[src/rtl/trial_acc_pkg.sv]
// Package: shared types and width helpers for the cross-trial accumulator.
// Assumes: counts passed to helpers are at least 1.
package trial_acc_pkg;

    // Operating phase: gathering trials or sending the summed trial.
    typedef enum logic {
        PH_GATHER = 1'b0,
        PH_DRAIN  = 1'b1
    } acc_phase_e;

    // Index width for a count, never below one bit.
    function automatic int idx_width(input int count);
        return (count > 1) ? $clog2(count) : 1;
    endfunction

endpackage

[src/rtl/acc_sum_store.sv]
// Module: acc_sum_store
// Holds one running sum per trial position. Writes are synchronous and reads
// are combinational at the same address, so a read-modify-write fits in one cycle.
// Assumes: addr is below DEPTH whenever wr_en is high.
module acc_sum_store #(
    parameter int DEPTH = 16,
    parameter int WIDTH = 10,
    localparam int AW   = trial_acc_pkg::idx_width(DEPTH)
) (
    input  logic             clk,
    input  logic             wr_en,
    input  logic [AW-1:0]    addr,
    input  logic [WIDTH-1:0] wr_data,
    output logic [WIDTH-1:0] rd_data
);

    logic [DEPTH-1:0][WIDTH-1:0] cell_bus;

    for (genvar gi = 0; gi < DEPTH; gi++) begin : g_cell
        logic [WIDTH-1:0] cell_q;
        // Update this entry when its address is written.
        always_ff @(posedge clk) begin
            if (wr_en && (addr == AW'(gi))) begin
                cell_q <= wr_data;
            end
        end
        assign cell_bus[gi] = cell_q;
    end

    // Select the addressed entry.
    assign rd_data = cell_bus[addr];

endmodule

[src/rtl/acc_adder.sv]
// Module: acc_adder
// Forms the new running sum: the bare sample on a batch's first trial,
// otherwise the stored sum plus the sample.
// Assumes: WIDTH is wide enough that N samples never wrap.
module acc_adder #(
    parameter int SAMPLE_W = 8,
    parameter int WIDTH    = 10
) (
    input  logic [SAMPLE_W-1:0] sample,
    input  logic [WIDTH-1:0]    old_sum,
    input  logic                first,
    output logic [WIDTH-1:0]    new_sum
);

    // Overwrite on the first trial, accumulate on the rest.
    always_comb begin
        if (first) begin
            new_sum = WIDTH'(sample);
        end else begin
            new_sum = old_sum + WIDTH'(sample);
        end
    end

endmodule

[src/rtl/acc_sequencer.sv]
// Module: acc_sequencer
// Tracks the position within a trial, the trial within a batch and the phase.
// It gates the input and output handshakes and flags end-marker mismatches.
// Assumes: trial boundaries follow the position count; the marker is only checked.
module acc_sequencer #(
    parameter int TRIAL_LEN  = 16,
    parameter int NUM_TRIALS = 4,
    localparam int IDX_W     = trial_acc_pkg::idx_width(TRIAL_LEN),
    localparam int TRL_W     = trial_acc_pkg::idx_width(NUM_TRIALS)
) (
    input  logic             clk,
    input  logic             rst_n,
    input  logic             in_valid,
    input  logic             in_end,
    input  logic             out_ready,
    output logic             in_ready,
    output logic             out_valid,
    output logic             out_last,
    output logic             wr_en,
    output logic             first_trial,
    output logic [IDX_W-1:0] pos,
    output logic             len_error
);
    import trial_acc_pkg::*;

    localparam logic [IDX_W-1:0] LAST_POS   = IDX_W'(TRIAL_LEN - 1);
    localparam logic [TRL_W-1:0] LAST_TRIAL = TRL_W'(NUM_TRIALS - 1);

    acc_phase_e       phase_q;
    logic [IDX_W-1:0] pos_q;
    logic [TRL_W-1:0] trial_q;
    logic             err_q;
    logic             at_end;
    logic             accept;
    logic             take;

    assign at_end      = (pos_q == LAST_POS);
    assign in_ready    = (phase_q == PH_GATHER);
    assign out_valid   = (phase_q == PH_DRAIN);
    assign out_last    = out_valid && at_end;
    assign accept      = in_valid && in_ready;
    assign take        = out_valid && out_ready;
    assign wr_en       = accept;
    assign first_trial = (trial_q == '0);
    assign pos         = pos_q;
    assign len_error   = err_q;

    // Advance position, trial count and phase on each handshake.
    always_ff @(posedge clk) begin
        if (!rst_n) begin
            phase_q <= PH_GATHER;
            pos_q   <= '0;
            trial_q <= '0;
        end else if (phase_q == PH_GATHER) begin
            if (accept) begin
                if (at_end) begin
                    pos_q <= '0;
                    if (trial_q == LAST_TRIAL) begin
                        trial_q <= '0;
                        phase_q <= PH_DRAIN;
                    end else begin
                        trial_q <= trial_q + 1'b1;
                    end
                end else begin
                    pos_q <= pos_q + 1'b1;
                end
            end
        end else if (take) begin
            if (at_end) begin
                pos_q   <= '0;
                phase_q <= PH_GATHER;
            end else begin
                pos_q <= pos_q + 1'b1;
            end
        end
    end

    // Latch a mismatch between the end marker and the position count.
    always_ff @(posedge clk) begin
        if (!rst_n) begin
            err_q <= 1'b0;
        end else if (accept && (in_end != at_end)) begin
            err_q <= 1'b1;
        end
    end

    // the output phase begins only on the cycle after an accepted sample.
    assert_drain_after_accept_R5: assert property (@(posedge clk) disable iff (!rst_n)
        $rose(out_valid) |-> $past(in_valid && in_ready));

    // a non-final sum taken is followed by another sum.
    assert_drain_continues_R4: assert property (@(posedge clk) disable iff (!rst_n)
        (out_valid && out_ready && !out_last) |=> out_valid);

    // the input opens again right after the final sum is taken.
    assert_resume_after_last_R6: assert property (@(posedge clk) disable iff (!rst_n)
        (out_valid && out_ready && out_last) |=> (!out_valid && in_ready));

    // the error flag is sticky.
    assert_error_sticky_R9: assert property (@(posedge clk) disable iff (!rst_n)
        len_error |=> len_error);

endmodule

[src/rtl/trial_accumulator.sv]
// Module: trial_accumulator (top)
// Sums NUM_TRIALS trials of TRIAL_LEN unsigned samples position by position,
// then sends the summed trial in order while the input is held off.
// Assumes: unsigned samples; the downstream may stall at any cycle.
module trial_accumulator #(
    parameter int SAMPLE_W   = 8,
    parameter int TRIAL_LEN  = 16,
    parameter int NUM_TRIALS = 4,
    localparam int SUM_W     = SAMPLE_W + $clog2(NUM_TRIALS),
    localparam int IDX_W     = trial_acc_pkg::idx_width(TRIAL_LEN)
) (
    input  logic                clk,
    input  logic                rst_n,
    input  logic                in_valid,
    output logic                in_ready,
    input  logic [SAMPLE_W-1:0] in_data,
    input  logic                in_end,
    output logic                out_valid,
    input  logic                out_ready,
    output logic [SUM_W-1:0]    out_data,
    output logic                out_last,
    output logic                len_error
);

    logic             wr_en;
    logic             first_trial;
    logic [IDX_W-1:0] pos;
    logic [SUM_W-1:0] rd_sum;
    logic [SUM_W-1:0] wr_sum;

    acc_sequencer #(
        .TRIAL_LEN (TRIAL_LEN),
        .NUM_TRIALS(NUM_TRIALS)
    ) i_seq (
        .clk        (clk),
        .rst_n      (rst_n),
        .in_valid   (in_valid),
        .in_end     (in_end),
        .out_ready  (out_ready),
        .in_ready   (in_ready),
        .out_valid  (out_valid),
        .out_last   (out_last),
        .wr_en      (wr_en),
        .first_trial(first_trial),
        .pos        (pos),
        .len_error  (len_error)
    );

    acc_adder #(
        .SAMPLE_W(SAMPLE_W),
        .WIDTH   (SUM_W)
    ) i_add (
        .sample (in_data),
        .old_sum(rd_sum),
        .first  (first_trial),
        .new_sum(wr_sum)
    );

    acc_sum_store #(
        .DEPTH(TRIAL_LEN),
        .WIDTH(SUM_W)
    ) i_store (
        .clk    (clk),
        .wr_en  (wr_en),
        .addr   (pos),
        .wr_data(wr_sum),
        .rd_data(rd_sum)
    );

    assign out_data = rd_sum;

    // an accumulating write never wraps below the stored sum.
    assert_no_overflow_R3: assert property (@(posedge clk) disable iff (!rst_n)
        (wr_en && !first_trial) |-> (wr_sum >= rd_sum));

    // a stalled output holds its value.
    assert_hold_when_stalled_R7: assert property (@(posedge clk) disable iff (!rst_n)
        (out_valid && !out_ready) |=> (out_valid && $stable(out_data)));

endmodule

[config.mk]
export PLATFORM = sky130hd
export DESIGN_NAME = trial_accumulator
export DESIGN_NICKNAME = d
export VERILOG_FILES = /design/src/rtl/trial_acc_pkg.sv /design/src/rtl/acc_sum_store.sv /design/src/rtl/acc_adder.sv /design/src/rtl/acc_sequencer.sv /design/src/rtl/trial_accumulator.sv
export SDC_FILE = /design/constraint.sdc
export NUM_CORES = 1
export LEC_CHECK = 0
export BUFFER_PORTS_ARGS = -buffer_cell sky130_fd_sc_hd__buf_2
export CAP_MARGIN = 30
export CELL_PAD_IN_SITES_DETAIL_PLACEMENT = 2
export CELL_PAD_IN_SITES_GLOBAL_PLACEMENT = 2
export CORE_MARGIN = 3
export CORE_UTILIZATION = 29
export DETAILED_ROUTE_END_ITERATION = 12
export GPL_ROUTABILITY_DRIVEN = 0
export PLACE_DENSITY = 0.59
export SLEW_MARGIN = 30
export SYNTH_ARGS = -nofsm -noshare
export SYNTH_HDL_FRONTEND = slang
export SYNTH_SLANG_ARGS = --single-unit
[constraint.sdc]
create_clock -name clk -period 6 [get_ports clk]
set_input_delay 1.5 -clock clk [delete_from_list [all_inputs] [get_ports clk]]
set_output_delay 1.5 -clock clk [all_outputs]
set_load 0.005 [all_outputs]
**Yosys cells after proc, flatten, opt, wreduce, memory -nomap -nowiden**

Cells that the tools add are included.
Widths: inputs -> output; s select.

- Register bits after elaboration: 168
- Input bits: 13
- Output and inout port bits: 14
- Word-level logic and storage cells: 82

- Add/subtract/negate cells: 3
- $lt $le $gt $ge: 1
- Eq/ne operators: 18
- Mux-type cells: 14
- Bitwise gates (word level): 1
- Reductions and logical operators: 25

Operators by type and width:

| cell | count |
|---|---|
| $bmux 10 s4 | 1 |
| $eq 4x4->1 const B | 8 |
| $logic_and 1x1->1 | 20 |
| $mux 10 | 2 |
| $eq 4x3->1 const B | 4 |
| $mux 4 | 4 |
| $add 10x8->10 | 1 |
| $eq 4x2->1 const B | 2 |
| $mux 1 | 6 |
| $lt 4x5->1 const B | 1 |
| $add 4x1->4 const B | 1 |
| $eq 4x1->1 const B | 1 |
| $logic_not 4->1 | 1 |
| $reduce_and 3->1 | 1 |
| $add 2x1->2 const B | 1 |
| $eq 2x2->1 const B | 1 |
| $logic_not 2->1 | 1 |
| $mux 2 | 1 |
| $ne 2x2->1 const B | 1 |
| $reduce_and 2->1 | 1 |
| $reduce_bool 2->1 | 1 |
| $ne 1x1->1 | 1 |
| $not 1->1 | 1 |

**Depth between registers and ports, before layout**

- Depth after elaboration: 5
- Gate-level depth with buffers: 14
- Gate-level depth less buffers: 11

**Cells and area by module**

Synthesis repeated with hierarchy kept, for this count alone.

- Cell total of the unflattened synthesis: 399
- Area, all modules: 7096.8 µm²

Modules (own cells, without submodules):

| module | instances | cells each | area an instance (µm²) | seq. area each (µm²) |
|---|---|---|---|---|
| acc_sum_store | 1 | 270 | 6103.4 | 4804.6 |
| acc_adder | 1 | 77 | 559.3 | 0.0 |
| acc_sequencer | 1 | 52 | 434.2 | 160.2 |

**Least setup slack after synthesis**

OpenSTA, ideal clock, no wires.

- Kind: register to register
- From: register i_seq.pos_q[0] (netlist: i_seq.pos[0])
- To: register i_store.g_cell[0].cell_q[6], data pin
- Library setup time: 0.419 ns
- Arrival time: 3.804 ns
- Data required time: 5.581 ns
- Slack: 1.777 ns
- Cell stages (with the launch flop): 11
- Path buffers: 2
- Clock period less this slack: 4.223 ns
- Path through: dfxtp_1 buf_6 buf_2 mux4_2 mux4_2 ha_1 nor2b_1 o21a_1 o21a_1 o21ai_0 o311ai_0

- Longest elaborated chain between the ends: 4

Ends and longest elaborated chain:

| what | RTL line | source |
|---|---|---|
| start, declared | acc_sequencer.sv:30 | `logic [IDX_W-1:0] pos_q;` |
| start signal, assigned | acc_sequencer.sv:65 | `pos_q <= pos_q + 1'b1;` |
| start signal, assigned | acc_sequencer.sv:73 | `pos_q <= pos_q + 1'b1;` |
| $bmux 10 s4 | acc_sum_store.sv:31 | `assign rd_data = cell_bus[addr];` |
| $mux 10 (implied by the code) | acc_sum_store.sv:31 |  |
| named net out_data[2] | trial_accumulator.sv:20 | `output logic [SUM_W-1:0] out_data,` |
| $add 10x8->10 | acc_adder.sv:20 | `new_sum = old_sum + WIDTH'(sample);` |
| $mux 10 | acc_adder.sv:17 | `if (first) begin` |
| named net i_add.new_sum[6] | acc_adder.sv:12 | `output logic [WIDTH-1:0] new_sum` |
| end signal, assigned | acc_sum_store.sv:24 | `cell_q <= wr_data;` |
| end, declared | acc_sum_store.sv:20 | `logic [WIDTH-1:0] cell_q;` |

The timed path passes the listed nets, and every way through them passes these cells. The select of a mux whose other input is x is not followed.
A chain may end at the register's enable or synchronous reset.

**Worst setup path after layout**

- From: register i_seq.pos_q[0] (netlist: i_seq.pos[0])
- To: register i_store.g_cell[8].cell_q[9], data pin

- Longest elaborated chain between the ends: 4

Ends and longest elaborated chain:

| what | RTL line |
|---|---|
| $bmux 10 s4 | acc_sum_store.sv:31 |
| $mux 10 (implied by the code) | acc_sum_store.sv:31 |
| $add 10x8->10 | acc_adder.sv:20 |
| $mux 10 | acc_adder.sv:17 |
| named net i_add.new_sum[9] | acc_adder.sv:12 |
| end signal, assigned | acc_sum_store.sv:24 |
| end, declared | acc_sum_store.sv:20 |

The timed path passes the listed nets, and every way through them passes these cells. The select of a mux whose other input is x is not followed.

==> reports/results.ini <==
[finish]
nFillCells=2325
final_nets=449
multiInputGateArea_um2=1970
design_area_um2=8230
syn_to_final_growth_pct=17.1
regArea_um2=4970
drive_above_1_share=0.293
final_util=0.349
antennaDiodeCount=0

[yosys]
seq_area_frac_synth=0.706
synth-seq-cells=168
synth.avg_cell_area_um2=18.9
yosysWarnings=0
synth_nets=400
synth_flop_cell=edfxtp_1
netlist_top_cells_count=160 x edfxtp_1, 40 x mux4_2, 20 x nand2_1, 18 x nor2_1
syn_area_um2=7030
synth-edff-count=160
synth_area_leaders=edfxtp_1 68%, mux4_2 13%, mux4_1 3.0%
yosysMostFrequentCell=edfxtp_1
async_reset_ff_frac=0
synth_top_cell_by_area=edfxtp_1
synth_cell_type_count=34
synthesis.instances=372
synth_top_area_frac=0.684

[detailed_routing]
wirelength_mm=18.2
drt-pass1-iter-count=4
route.detailed.drc=0
first_iter_violations=271
vias=3689
via_per_inst=4.90
ant_nets=0
wire_per_inst_um=24.2

[critical_path]
start_kind=register
slowest_stage=dfxtp_2
critical_path.max_stage_delay_ns=0.81
path_max_fanout=25
path_delay_family=multiplexers
critPathBufInv=1
crit_path_end_kind=register
crit_chain=buf_12, mux4_2, mux4_2, ha_1, a21oi_1, o21ai_0, o21a_1, o21ai_0, xor2_1, nor2_1
cp.required_ns=6.09
criticalPathCategory=register to register
critPathArrivalTime_ns=4.66

[cts]
clockBufferDepth=2
clkSinkCount=168
cts_root_buf=clkbuf_16
cts.repair.resized=0
clkTransAtPathRegs_ns=0.06
clock_latency_ns=0.43
cts_tree=done
cts_setup_buffers=0
h-tree-depth=4
cts.hold.buffers_added=0
cts_buffers=17

[timing]
clock_skew_ns=0.0121
setup_ws_ns=1.43
period_minus_slack_ns=4.57
fmax_mhz=219
fin_crit_sh=0.761
relSlewSlack=0.353
rsz0062_at_grt=false
slew_viol_final=0
setup_tns_ns=0
setup_viol=0
tightest_slew_ns=0.971
hold_viol=0

[floorplan]
dieArea_um2=26100
core_region_area_um2=23600
ioPinCount=27
dieWidth_um=162
initial_core_util=0.298
num_rows=56
die_h_um=162

[grt]
grt_pass1_vias=4211
track_usage=0.147
antenna_found_initial=0
grt_overflow_total=0
grt_use_met2=0.251
top_usage_layer=met2
grtUsageMet3=0.0314
met1_usage=0.189
grt_pass1_wl_mm=27.6
grt_max_degree=34

[job]
drv_cap=0

[power]
power.leakage_uw=0.00267
power_density_nw_per_um2=309
ir_worst_vdd_uv=157

[outcome]
status=complete, no violations

[placement]
port_buffers=26
hpwl_mm=12.1
placed_cell_area_um2=7670
preCtsSetupSlack_ns=1.41

[min_path]
worstHoldPathType=register to register

[report_power, final]
group / leakage, uW / switching, uW / internal (uW) / total [uW]
sequential: 0.00152 / 16.0 / 1290 / 1310
clock: 0.000261 / 437 / 600 / 1040
combinational: 0.000885 / 106 / 90.9 / 197
total: 0.00267 / 559 / 1980 / 2540
[state kept, by name (all words and copies together), names as in the netlist]
name,cells
i_seq.out_valid,1
i_seq.len_error,1
i_store.g_cell.cell_q,160
i_seq.trial_q,2
i_seq.pos,4
[worst paths after layout]
path,depth (start not counted),slack (ns),to,startpoint
setup / recovery,10,1.43,i_store.g_cell[8].cell_q[9]$_DFFE_PP_,i_seq.pos[0]$_SDFFE_PN0P_
hold / removal,2,0.50,i_seq.len_error$_SDFFE_PN0P_,i_seq.len_error$_SDFFE_PN0P_
setup reg to reg,10,1.43,i_store.g_cell[8].cell_q[9]$_DFFE_PP_,i_seq.pos[0]$_SDFFE_PN0P_
hold reg to reg,2,0.50,i_seq.len_error$_SDFFE_PN0P_,i_seq.len_error$_SDFFE_PN0P_
[through the flow]
step	total power (uW)	std cells	hold slack, ns
after floorplan	1460	372	0.482
after global placement	1530	721	0.478
after detailed placement	1540	721	0.490
after CTS	2570	753	0.504
after global routing	2640	753	0.546
final	2540	753	0.498
[cells by family after synthesis]
group / Yosys count / synth area share
DFF: 168 / 0.706
and+or+nand+nor: 68 / 0.0459
muxes: 49 / 0.160
AOI/OAI and AO/OA: 39 / 0.0333
buffers and inverters: 26 / 0.0183
adders and majority gates: 15 / 0.0278
xor gates and xnor gates: 7 / 0.00872
[worst register-to-register path, stage by stage (launching register included)]
cell	delay, ns
dfxtp_2	0.81
buf_12	0.31
mux4_2	0.59
mux4_2	0.53
ha_1	0.38
a21oi_1	0.20
o21ai_0	0.14
o21a_1	0.21
o21ai_0	0.24
xor2_1	0.12
nor2_1	0.70
[cells in the final DEF (no fill, tap or decap), drive strengths merged, types with 6 or more instances in the layout]
cell | netlist | routed
a21oi | 14 | 14
dfxtp | 8 | 8
ha | 14 | 14
nor2 | 18 | 18
mux4 | 48 | 48
nand2 | 20 | 20
o21ai | 10 | 10
buf | 8 | 48
nor3 | 7 | 7
nor2b | 9 | 9
edfxtp | 160 | 160
clkbuf | 10 | 27
and2 | 6 | 6
inv | 8 | 8
[area by class of cell]
class                           count  area share
Sequential cell                   168       0.603
Multi-Input combinational cell    178       0.239
Clock buffer                       27      0.0637
Tap cell                          319      0.0485
Timing Repair Buffer               48      0.0374
Clock inverter                      5     0.00471
Inverter                            8     0.00365
[metal layers]
metal | up-vias | part of all wire
li1 | 1598 | -
met1 | 1998 | 0.43
met3 | 19 | 0.041
met5 | - | 0
met2 | 74 | 0.51
met4 | 0 | 0.012
Power figures use the tool's default switching activity.
